$ cat src/rtl/txtest_pkg.sv
package txtest_pkg;
  localparam int unsigned SYM_W   = 3;
  localparam int unsigned MODE_W  = 3;
  localparam int unsigned SCR_W   = 11;
  localparam int unsigned TAP_A   = 8;
  localparam int unsigned TAP_B   = 10;
  localparam int unsigned X1_TAP  = 4;
  localparam int unsigned X2_TAP  = 6;

  localparam logic [MODE_W-1:0] MODE_QUIET = 3'b000;
  localparam logic [MODE_W-1:0] MODE_ALT   = 3'b011;
  localparam logic [MODE_W-1:0] MODE_SCR   = 3'b100;

  typedef logic signed [SYM_W-1:0] qsym_t;

  localparam qsym_t SYM_ZERO = 3'sd0;
  localparam qsym_t SYM_POS2 = 3'sd2;
  localparam qsym_t SYM_NEG2 = -3'sd2;

  // Five-level mapping of the 3-bit index.
  function automatic qsym_t level_of(input logic [2:0] idx);
    qsym_t lv;
    case (idx)
      3'd0:    lv = 3'sd0;
      3'd1:    lv = 3'sd1;
      3'd2:    lv = 3'sd2;
      3'd3:    lv = -3'sd1;
      3'd4:    lv = 3'sd0;
      3'd5:    lv = 3'sd1;
      3'd6:    lv = -3'sd2;
      default: lv = -3'sd1;
    endcase
    return lv;
  endfunction
endpackage

$ cat src/rtl/txtest_lfsr.sv
module txtest_lfsr #(
  parameter int unsigned WIDTH = txtest_pkg::SCR_W,
  parameter int unsigned TAP_A = txtest_pkg::TAP_A,
  parameter int unsigned TAP_B = txtest_pkg::TAP_B
) (
  input  logic             clk_i,
  input  logic             rst_ni,
  input  logic             advance_i,
  output logic [WIDTH-1:0] state_o
);
  localparam logic [WIDTH-1:0] SEED = {WIDTH{1'b1}};

  logic [WIDTH-1:0] state_q, state_d;

  always_comb begin
    if (advance_i) begin
      state_d = {state_q[WIDTH-2:0], state_q[TAP_A] ^ state_q[TAP_B]};
    end else begin
      state_d = SEED;
    end
  end

  always_ff @(posedge clk_i or negedge rst_ni) begin
    if (!rst_ni) begin
      state_q <= SEED;
    end else begin
      state_q <= state_d;
    end
  end

  assign state_o = state_q;
endmodule

$ cat src/rtl/txtest_xmap.sv
module txtest_xmap
  import txtest_pkg::*;
#(
  parameter int unsigned WIDTH = SCR_W
) (
  input  logic [WIDTH-1:0] state_i,
  output qsym_t            sym_o
);
  logic [2:0] idx;

  always_comb begin
    idx[0] = state_i[0];
    idx[1] = state_i[1] ^ state_i[X1_TAP];
    idx[2] = state_i[2] ^ state_i[X2_TAP];
    sym_o  = level_of(idx);
  end
endmodule

$ cat src/rtl/txtest_altsrc.sv
module txtest_altsrc
  import txtest_pkg::*;
(
  input  logic  clk_i,
  input  logic  rst_ni,
  input  logic  active_i,
  output qsym_t sym_o
);
  logic phase_q, phase_d;

  always_comb begin
    phase_d = active_i ? ~phase_q : 1'b0;
    sym_o   = phase_q ? SYM_NEG2 : SYM_POS2;
  end

  always_ff @(posedge clk_i or negedge rst_ni) begin
    if (!rst_ni) begin
      phase_q <= 1'b0;
    end else begin
      phase_q <= phase_d;
    end
  end
endmodule

$ cat src/rtl/txtest_symgen.sv
module txtest_symgen
  import txtest_pkg::*;
#(
  parameter int unsigned NUM_LANES = 4
) (
  input  logic                         clk_i,
  input  logic                         rst_ni,
  input  logic [MODE_W-1:0]            mode_i,
  output logic [NUM_LANES*SYM_W-1:0]   sym_o
);
  logic             scr_sel, alt_sel;
  logic [SCR_W-1:0] lfsr_q;
  qsym_t            scr_sym, alt_sym, sym_d;

  assign scr_sel = (mode_i == MODE_SCR);
  assign alt_sel = (mode_i == MODE_ALT);

  txtest_lfsr #(.WIDTH(SCR_W), .TAP_A(TAP_A), .TAP_B(TAP_B)) u_lfsr (
    .clk_i     (clk_i),
    .rst_ni    (rst_ni),
    .advance_i (scr_sel),
    .state_o   (lfsr_q)
  );

  txtest_xmap #(.WIDTH(SCR_W)) u_xmap (
    .state_i (lfsr_q),
    .sym_o   (scr_sym)
  );

  txtest_altsrc u_alt (
    .clk_i    (clk_i),
    .rst_ni   (rst_ni),
    .active_i (alt_sel),
    .sym_o    (alt_sym)
  );

  always_comb begin
    if (scr_sel)      sym_d = scr_sym;
    else if (alt_sel) sym_d = alt_sym;
    else              sym_d = SYM_ZERO;
  end

  for (genvar k = 0; k < NUM_LANES; k++) begin : g_lane
    qsym_t lane_q;
    always_ff @(posedge clk_i or negedge rst_ni) begin
      if (!rst_ni) begin
        lane_q <= SYM_ZERO;
      end else begin
        lane_q <= sym_d;
      end
    end
    assign sym_o[k*SYM_W +: SYM_W] = lane_q;
  end
endmodule

$ cat config.mk
export PLATFORM = sky130hd
export DESIGN_NAME = txtest_symgen
export DESIGN_NICKNAME = d
export VERILOG_FILES = /design/src/rtl/txtest_pkg.sv /design/src/rtl/txtest_lfsr.sv /design/src/rtl/txtest_xmap.sv /design/src/rtl/txtest_altsrc.sv /design/src/rtl/txtest_symgen.sv
export SDC_FILE = /design/constraint.sdc
export NUM_CORES = 1
export LEC_CHECK = 0
export CAP_MARGIN = 20
export CORE_AREA = 2 2 46 48
export CTS_CLUSTER_DIAMETER = 100
export DETAILED_ROUTE_END_ITERATION = 10
export DIE_AREA = 0 0 48 50
export PLACE_DENSITY = 0.66
export SETUP_SLACK_MARGIN = 0.4
export SYNTH_ARGS = -nofsm -noshare
export SYNTH_HDL_FRONTEND = slang
export SYNTH_SLANG_ARGS = --single-unit
$ cat constraint.sdc
create_clock -name clk_i -period 1.2 [get_ports clk_i]
set_input_delay 0.24 -clock clk_i [delete_from_list [all_inputs] [get_ports clk_i]]
set_output_delay 0.24 -clock clk_i [all_outputs]
set_load 0.02 [all_outputs]
==> flow_summary.json, run 1 <==
{
  "outcome": "completed",
  "syn-num-nets": 53,
  "reg2reg_depth": 3,
  "crit_chain": "buf_2",
  "setup_violations": 0,
  "path_delay_family": "flip-flops",
  "place_area_sq_um": 771,
  "instances_no_fill": 88,
  "grt_pass1_wl_microns": 1480,
  "end_kind": "output pin",
  "fin_crit_sh_pct": 91.1,
  "cts_setup_buffers": 0,
  "r2r_end": "g_lane[2].lane_q[2]",
  "yosysWarnings": 0,
  "grt_setup_unrepaired": "yes",
  "slew_violations": 0,
  "antenna_found_initial": 0,
  "io_pins": 17,
  "clockBufferDepth": 2,
  "syn_area_sq_um": 621,
  "relSlewSlack_pct": 79.5,
  "drive_gt1_share_pct": 72.1,
  "wire_per_inst_microns": 10.5,
  "ys_types": 15,
  "fillerInstances": 188,
  "postCtsHoldBufs": 0,
  "grt_pass1_vias": 332,
  "powerDensity_nw_per_um2": 1100,
  "rr_startpoint": "u_lfsr.state_o[1]",
  "tightest_slew_ns": 0.308,
  "r2r_setup_slack_ns": 0.25,
  "regArea_sq_um": 392,
  "p_leak_nw": 0.372,
  "die_w_microns": 48,
  "place_congestion": 0.670,
  "ys_seq_area_share_pct": 62.7,
  "clk_pin_slew_ns": 0.08,
  "ant_nets": 0,
  "drc": 0,
  "drt-pass1-iter-count": 2,
  "slowest_stage": "dfrtp_2",
  "ys_ff_latch": 15,
  "cp-startpoint": "g_lane[2].lane_q[0]",
  "grt_start_max_net_pins": 16,
  "drt-initial-drc-count": 1,
  "cts_buffers": 3,
  "hold_violations": 0,
  "irDropWorstVdd_v": 0.000689,
  "critical_path_class": "flip-flop to output pin",
  "seqPwrFrac_pct": 59.6,
  "drt-total-wl_microns": 928,
  "path_depth": 1,
  "clock_sinks": 15,
  "dieArea_sq_um": 2400,
  "worst-path-buf-inv": 1,
  "ctsRootBufferMaster": "clkbuf_4",
  "coreArea_sq_um": 1900,
  "gr-usage-all-layers_pct": 9.30,
  "arrival_ns": 0.85,
  "fp.dieH_microns": 50,
  "critPathCapture": "sym_o[3]",
  "final_area_sq_um": 790,
  "initial_utilization_pct": 32.6,
  "rows": 16,
  "max_stage_delay_ns": 0.42,
  "finClkSkew_ns": 0.00168,
  "fin_crit_ns": 1.09,
  "swShare_pct": 22.4,
  "crit_fanout": 4,
  "dp.cells": 84,
  "nNetsFinal": 67,
  "n_antenna_cell": 0,
  "switchingPower_w": 0.000196,
  "combPwrFrac_pct": 9.0,
  "area_delta_synth_final_pct": 27.2,
  "drv_cap": 0,
  "crit_required_ns": 0.96,
  "p_int_w": 0.000677,
  "hold_path.class": "input port to async pin",
  "post-dp-hpwl_microns": 661,
  "grt_remaining_overflow": 0,
  "num_vias": 353,
  "multi_input_area_sq_um": 206,
  "port_buffers": 16,
  "cts_tree": "done",
  "synth.avg_cell_area_sq_um": 12.9,
  "routed_via_density": 4.01,
  "syn_inst": 48,
  "pwr-share-clk_pct": 31.4,
  "max_freq_mhz": 915,
  "crit_path_start_kind": "flip-flop",
  "clk_latency_ns": 0.27,
  "final_util_pct": 41.5,
  "cts.htree.levels": 1
}
==> area by class of cell <==
class / count / share of cell area [%]
timing repair buffer: 19 / 16.2
tap: 27 / 4.28
sequential: 15 / 49.6
multi-input combinational: 22 / 26.1
inverter: 1 / 0.475
clock buffer: 4 / 3.33
==> cells in the final DEF, fill, tap and decap left out <==
cell type / count
and2_1: 1
buf_2: 10
buf_4: 6
buf_6: 2
clkbuf_1: 1
clkbuf_4: 3
clkdlybuf4s50_1: 1
dfrtp_1: 2
dfrtp_2: 2
dfstp_2: 11
inv_1: 1
nand2_1: 1
nand2_2: 2
nand2b_1: 3
nand2b_4: 4
nand3b_1: 1
nor2_1: 2
nor3b_4: 1
o22ai_2: 1
or2b_1: 3
xnor2_2: 1
xor2_1: 1
xor2_2: 1
==> how the worst min path moves through the flow <==
stage / start / cells after the start / slack, ns / endpoint
after floorplan: rst_ni / 0 / -0.06 / g_lane[2].lane_q[0]
after global routing: rst_ni / 2 / 0.27 / g_lane[2].lane_q[2]
after detailed placement: u_alt.phase_q / 1 / 0.43 / u_alt.phase_q
after global placement: u_alt.phase_q / 1 / 0.42 / u_alt.phase_q
final: rst_ni / 2 / 0.27 / g_lane[2].lane_q[0]
after CTS: rst_ni / 2 / 0.27 / u_alt.phase_q
==> routing by layer <==
metal | up-vias | wire length (microns) | GRT usage [%]
met5 | - | 0 | 0
li1 | 167 | - | -
met3 | 2 | 62 | 4.40
met2 | 15 | 433 | 13.1
met1 | 169 | 421 | 11.2
met4 | 0 | 10 | 5.41
==> cell families after synthesis <==
| kind of cell | Yosys count | synth area share, % |
|---|---|---|
| simple gates | 18 | 18.3 |
| flops | 15 | 62.7 |
| xor+xnor | 3 | 4.23 |
| buf+inv | 11 | 12.7 |
| compound gates | 1 | 2.02 |
==> through the flow <==
step	setup slack, ns	hold slack [ns]	setup TNS (ns)	total power (W)
2_1_floorplan	0.311	-0.0556	0	0.000578
4_1_cts	0.100	0.270	0	0.000880
3_3_place_gp	-0.160	0.415	-1.83	0.000614
5_1_grt	0.0667	0.272	0	0.000915
6_report	0.107	0.272	0	0.000872
3_5_place_dp	-0.198	0.425	-2.29	0.000615
==> power groups by stage <==
stage / logic [W] / clock network, W / registers, W
6_report: 0.0000788 / 0.000274 / 0.000520
5_1_grt: 0.0000862 / 0.000308 / 0.000521
4_1_cts: 0.0000766 / 0.000284 / 0.000519
3_5_place_dp: 0.0000873 / 0 / 0.000528
3_3_place_gp: 0.0000865 / 0 / 0.000528
2_1_floorplan: 0.0000455 / 0 / 0.000532
==> synth_stat cells <==
library cell  count  area (sq um)
or2b_1            3          22.5
buf_4            10          75.1
nand2b_1          7          43.8
inv_1             1          3.75
o22ai_2           1          12.5
dfstp_2          11           289
nor2_1            2          7.51
nand3b_1          1          7.51
nand2_1           2          7.51
and2_1            1          6.26
nand2_2           1          6.26
nor3b_2           1          12.5
xnor2_1           1          8.76
dfrtp_1           4           100
xor2_1            2          17.5
==> what timing repair did <==
action | 4_1_cts | 5_1_grt
resized for setup | 63 | 11
setup endpoints to repair | 27 | 24
pin swaps | 2 | 1
gates cloned | 0 | 0
endpoints found under the hold margin | 0 | 0
==> sequential cells by signal (all words and copies together) (netlist names) <==
| register | count |
|---|---|
| u_lfsr.state_o | 11 |
| u_alt.phase_q | 1 |
| g_lane.lane_q | 3 |
Note: power is estimated with default switching activity, not from simulation.
==> run 2: changes to the inputs <==
CORE_AREA = 2 2 41 43   (was 2 2 46 48)
DIE_AREA = 0 0 43 45   (was 0 0 48 50)
PLACE_DENSITY = 0.79   (was 0.66)
==> flow_summary.json, run 2 (synthesis results as in run 1) <==
{
  "cts_buffers": 3,
  "hold_path.class": "input port to async pin",
  "num_vias": 354,
  "powerDensity_nw_per_um2": 1120,
  "drt-pass1-iter-count": 4,
  "cts.htree.levels": 1,
  "crit_required_ns": 0.96,
  "final_common_cell": "dfstp_2",
  "fin_crit_sh_pct": 92.9,
  "r2r_end": "g_lane[2].lane_q[2]",
  "fin_crit_ns": 1.12,
  "outcome": "completed",
  "worst-path-buf-inv": 1,
  "drc": 0,
  "end_kind": "output pin",
  "clock_sinks": 15,
  "final_area_sq_um": 777,
  "drt-initial-drc-count": 3,
  "clk_pin_slew_ns": 0.08,
  "gr-usage-all-layers_pct": 11.6,
  "irDropWorstVdd_v": 0.000670,
  "grt_remaining_overflow": 0,
  "arrival_ns": 0.88,
  "p_leak_nw": 0.345,
  "dieArea_sq_um": 1940,
  "reg2reg_depth": 3,
  "initial_utilization_pct": 42.2,
  "crit_path_start_kind": "flip-flop",
  "tns_ns": 0,
  "grt_pass1_wl_microns": 1530,
  "grt_setup_unrepaired": "yes",
  "largest_reg_flops": 11,
  "crit_fanout": 4,
  "critical_path_class": "flip-flop to output pin",
  "worst_hold_slack_ns": 0.255,
  "drt-total-wl_microns": 899,
  "drive_gt1_share_pct": 65.6,
  "grt_start_max_net_pins": 16,
  "r2r_setup_slack_ns": 0.27,
  "finClkSkew_ns": 0.00949,
  "path_delay_family": "flip-flops",
  "max_freq_mhz": 897,
  "fp.dieH_microns": 45,
  "antenna_found_initial": 0,
  "ant_nets": 0,
  "drv_cap": 0,
  "finalPower_w": 0.000869,
  "tightest_slew_ns": 0.296,
  "wire_per_inst_microns": 11.7,
  "coreArea_sq_um": 1470,
  "crit_chain": "buf_2",
  "place_congestion": 0.710,
  "ctsRootBufferMaster": "clkbuf_4",
  "post-dp-hpwl_microns": 729,
  "n_antenna_cell": 0,
  "slew_violations": 0,
  "cts_tree": "done",
  "area_delta_synth_final_pct": 25.2,
  "io_pins": 17,
  "slowest_stage": "dfrtp_2",
  "layout.cells.most_common_list": "11 x dfstp_2, 7 x buf_2, 6 x nand2b_1, 6 x buf_6, 4 x buf_4",
  "setup_violations": 0,
  "grt_pass1_vias": 366,
  "postCtsHoldBufs": 0,
  "relSlewSlack_pct": 80.3,
  "clockBufferDepth": 2,
  "max_stage_delay_ns": 0.43,
  "rows": 14,
  "hold_violations": 0,
  "nNetsFinal": 67,
  "clk_latency_ns": 0.28,
  "die_w_microns": 43,
  "port_buffers": 16,
  "routed_via_density": 4.60,
  "place_area_sq_um": 757,
  "rr_startpoint": "u_lfsr.state_o[4]"
}
[run 2: changes by cell type in the layout (fill, tap and decap cells not counted)]
cell,delta
dfrtp_1,-1
nand2_1,+1
buf_4,-2
clkdlybuf4s15_1,+1
nand2b_4,-3
nand2b_1,+3
buf_6,+4
nand2_2,-1
dfrtp_2,+1
buf_2,-3
[run 2: worst max-delay path by stage]
stage	startpoint	end	slack, ns	depth (start not counted)
floorplan	u_lfsr.state_o[4]	g_lane[2].lane_q[2]	0.31	3
global placement	mode_i[0]	u_lfsr.state_o[8]	-0.13	3
detailed placement	mode_i[0]	u_lfsr.state_o[2]	-0.17	4
CTS	g_lane[2].lane_q[1]	sym_o[10]	0.08	1
global route	g_lane[2].lane_q[0]	sym_o[9]	0.04	1
finish	g_lane[2].lane_q[0]	sym_o[9]	0.08	1
[run 2: stage by stage]
| stage | cells | utilization [%] | setup WS (ns) |
|---|---|---|---|
| 6_report | 77 | 52.8 | 0.0849 |
| 2_1_floorplan | 48 | - | 0.311 |
| 3_5_place_dp | 73 | 51.4 | -0.167 |
| 5_1_grt | 77 | 52.8 | 0.0434 |
| 4_1_cts | 77 | 50.4 | 0.0765 |
| 3_3_place_gp | 73 | 51.4 | -0.134 |
[run 2: worst reg2reg max path: stages, from the launching register on]
cell	delay (ns)
dfstp_2	0.55
xor2_2	0.15
nand2_2	0.07
o22ai_2	0.09
[run 2: where the power goes]
| group | leakage (nW) | switching, W | internal, W |
|---|---|---|---|
| clock network | 0.0150 | 0.000143 | 0.000129 |
| registers | 0.165 | 0.00000524 | 0.000515 |
| logic | 0.165 | 0.0000426 | 0.0000339 |
[run 2: routing by layer]
| metal | global-route usage, % | vias up | part of all wire, % |
|---|---|---|---|
| li1 | - | 162 | - |
| met1 | 10.9 | 174 | 33 |
| met2 | 20.9 | 18 | 56 |
| met3 | 7.20 | 0 | 10 |
| met4 | 3.64 | 0 | 0 |
| met5 | 0 | - | 0 |
[run 2: final cells by class]
cell class              instances  area, sq um
clock buffers                   4         26.3
fillers                       137          694
inverters                       1         3.75
multi-input cells              22          181
flip-flops and latches         15          393
well taps                      16         20.0
repair buffers                 19          153
[run 2: timing repair]
item                                    CTS  global route
buffers inserted                          0             0
endpoints found under the setup margin   27            22
pin swaps                                 2             2
resized for setup                        62            13
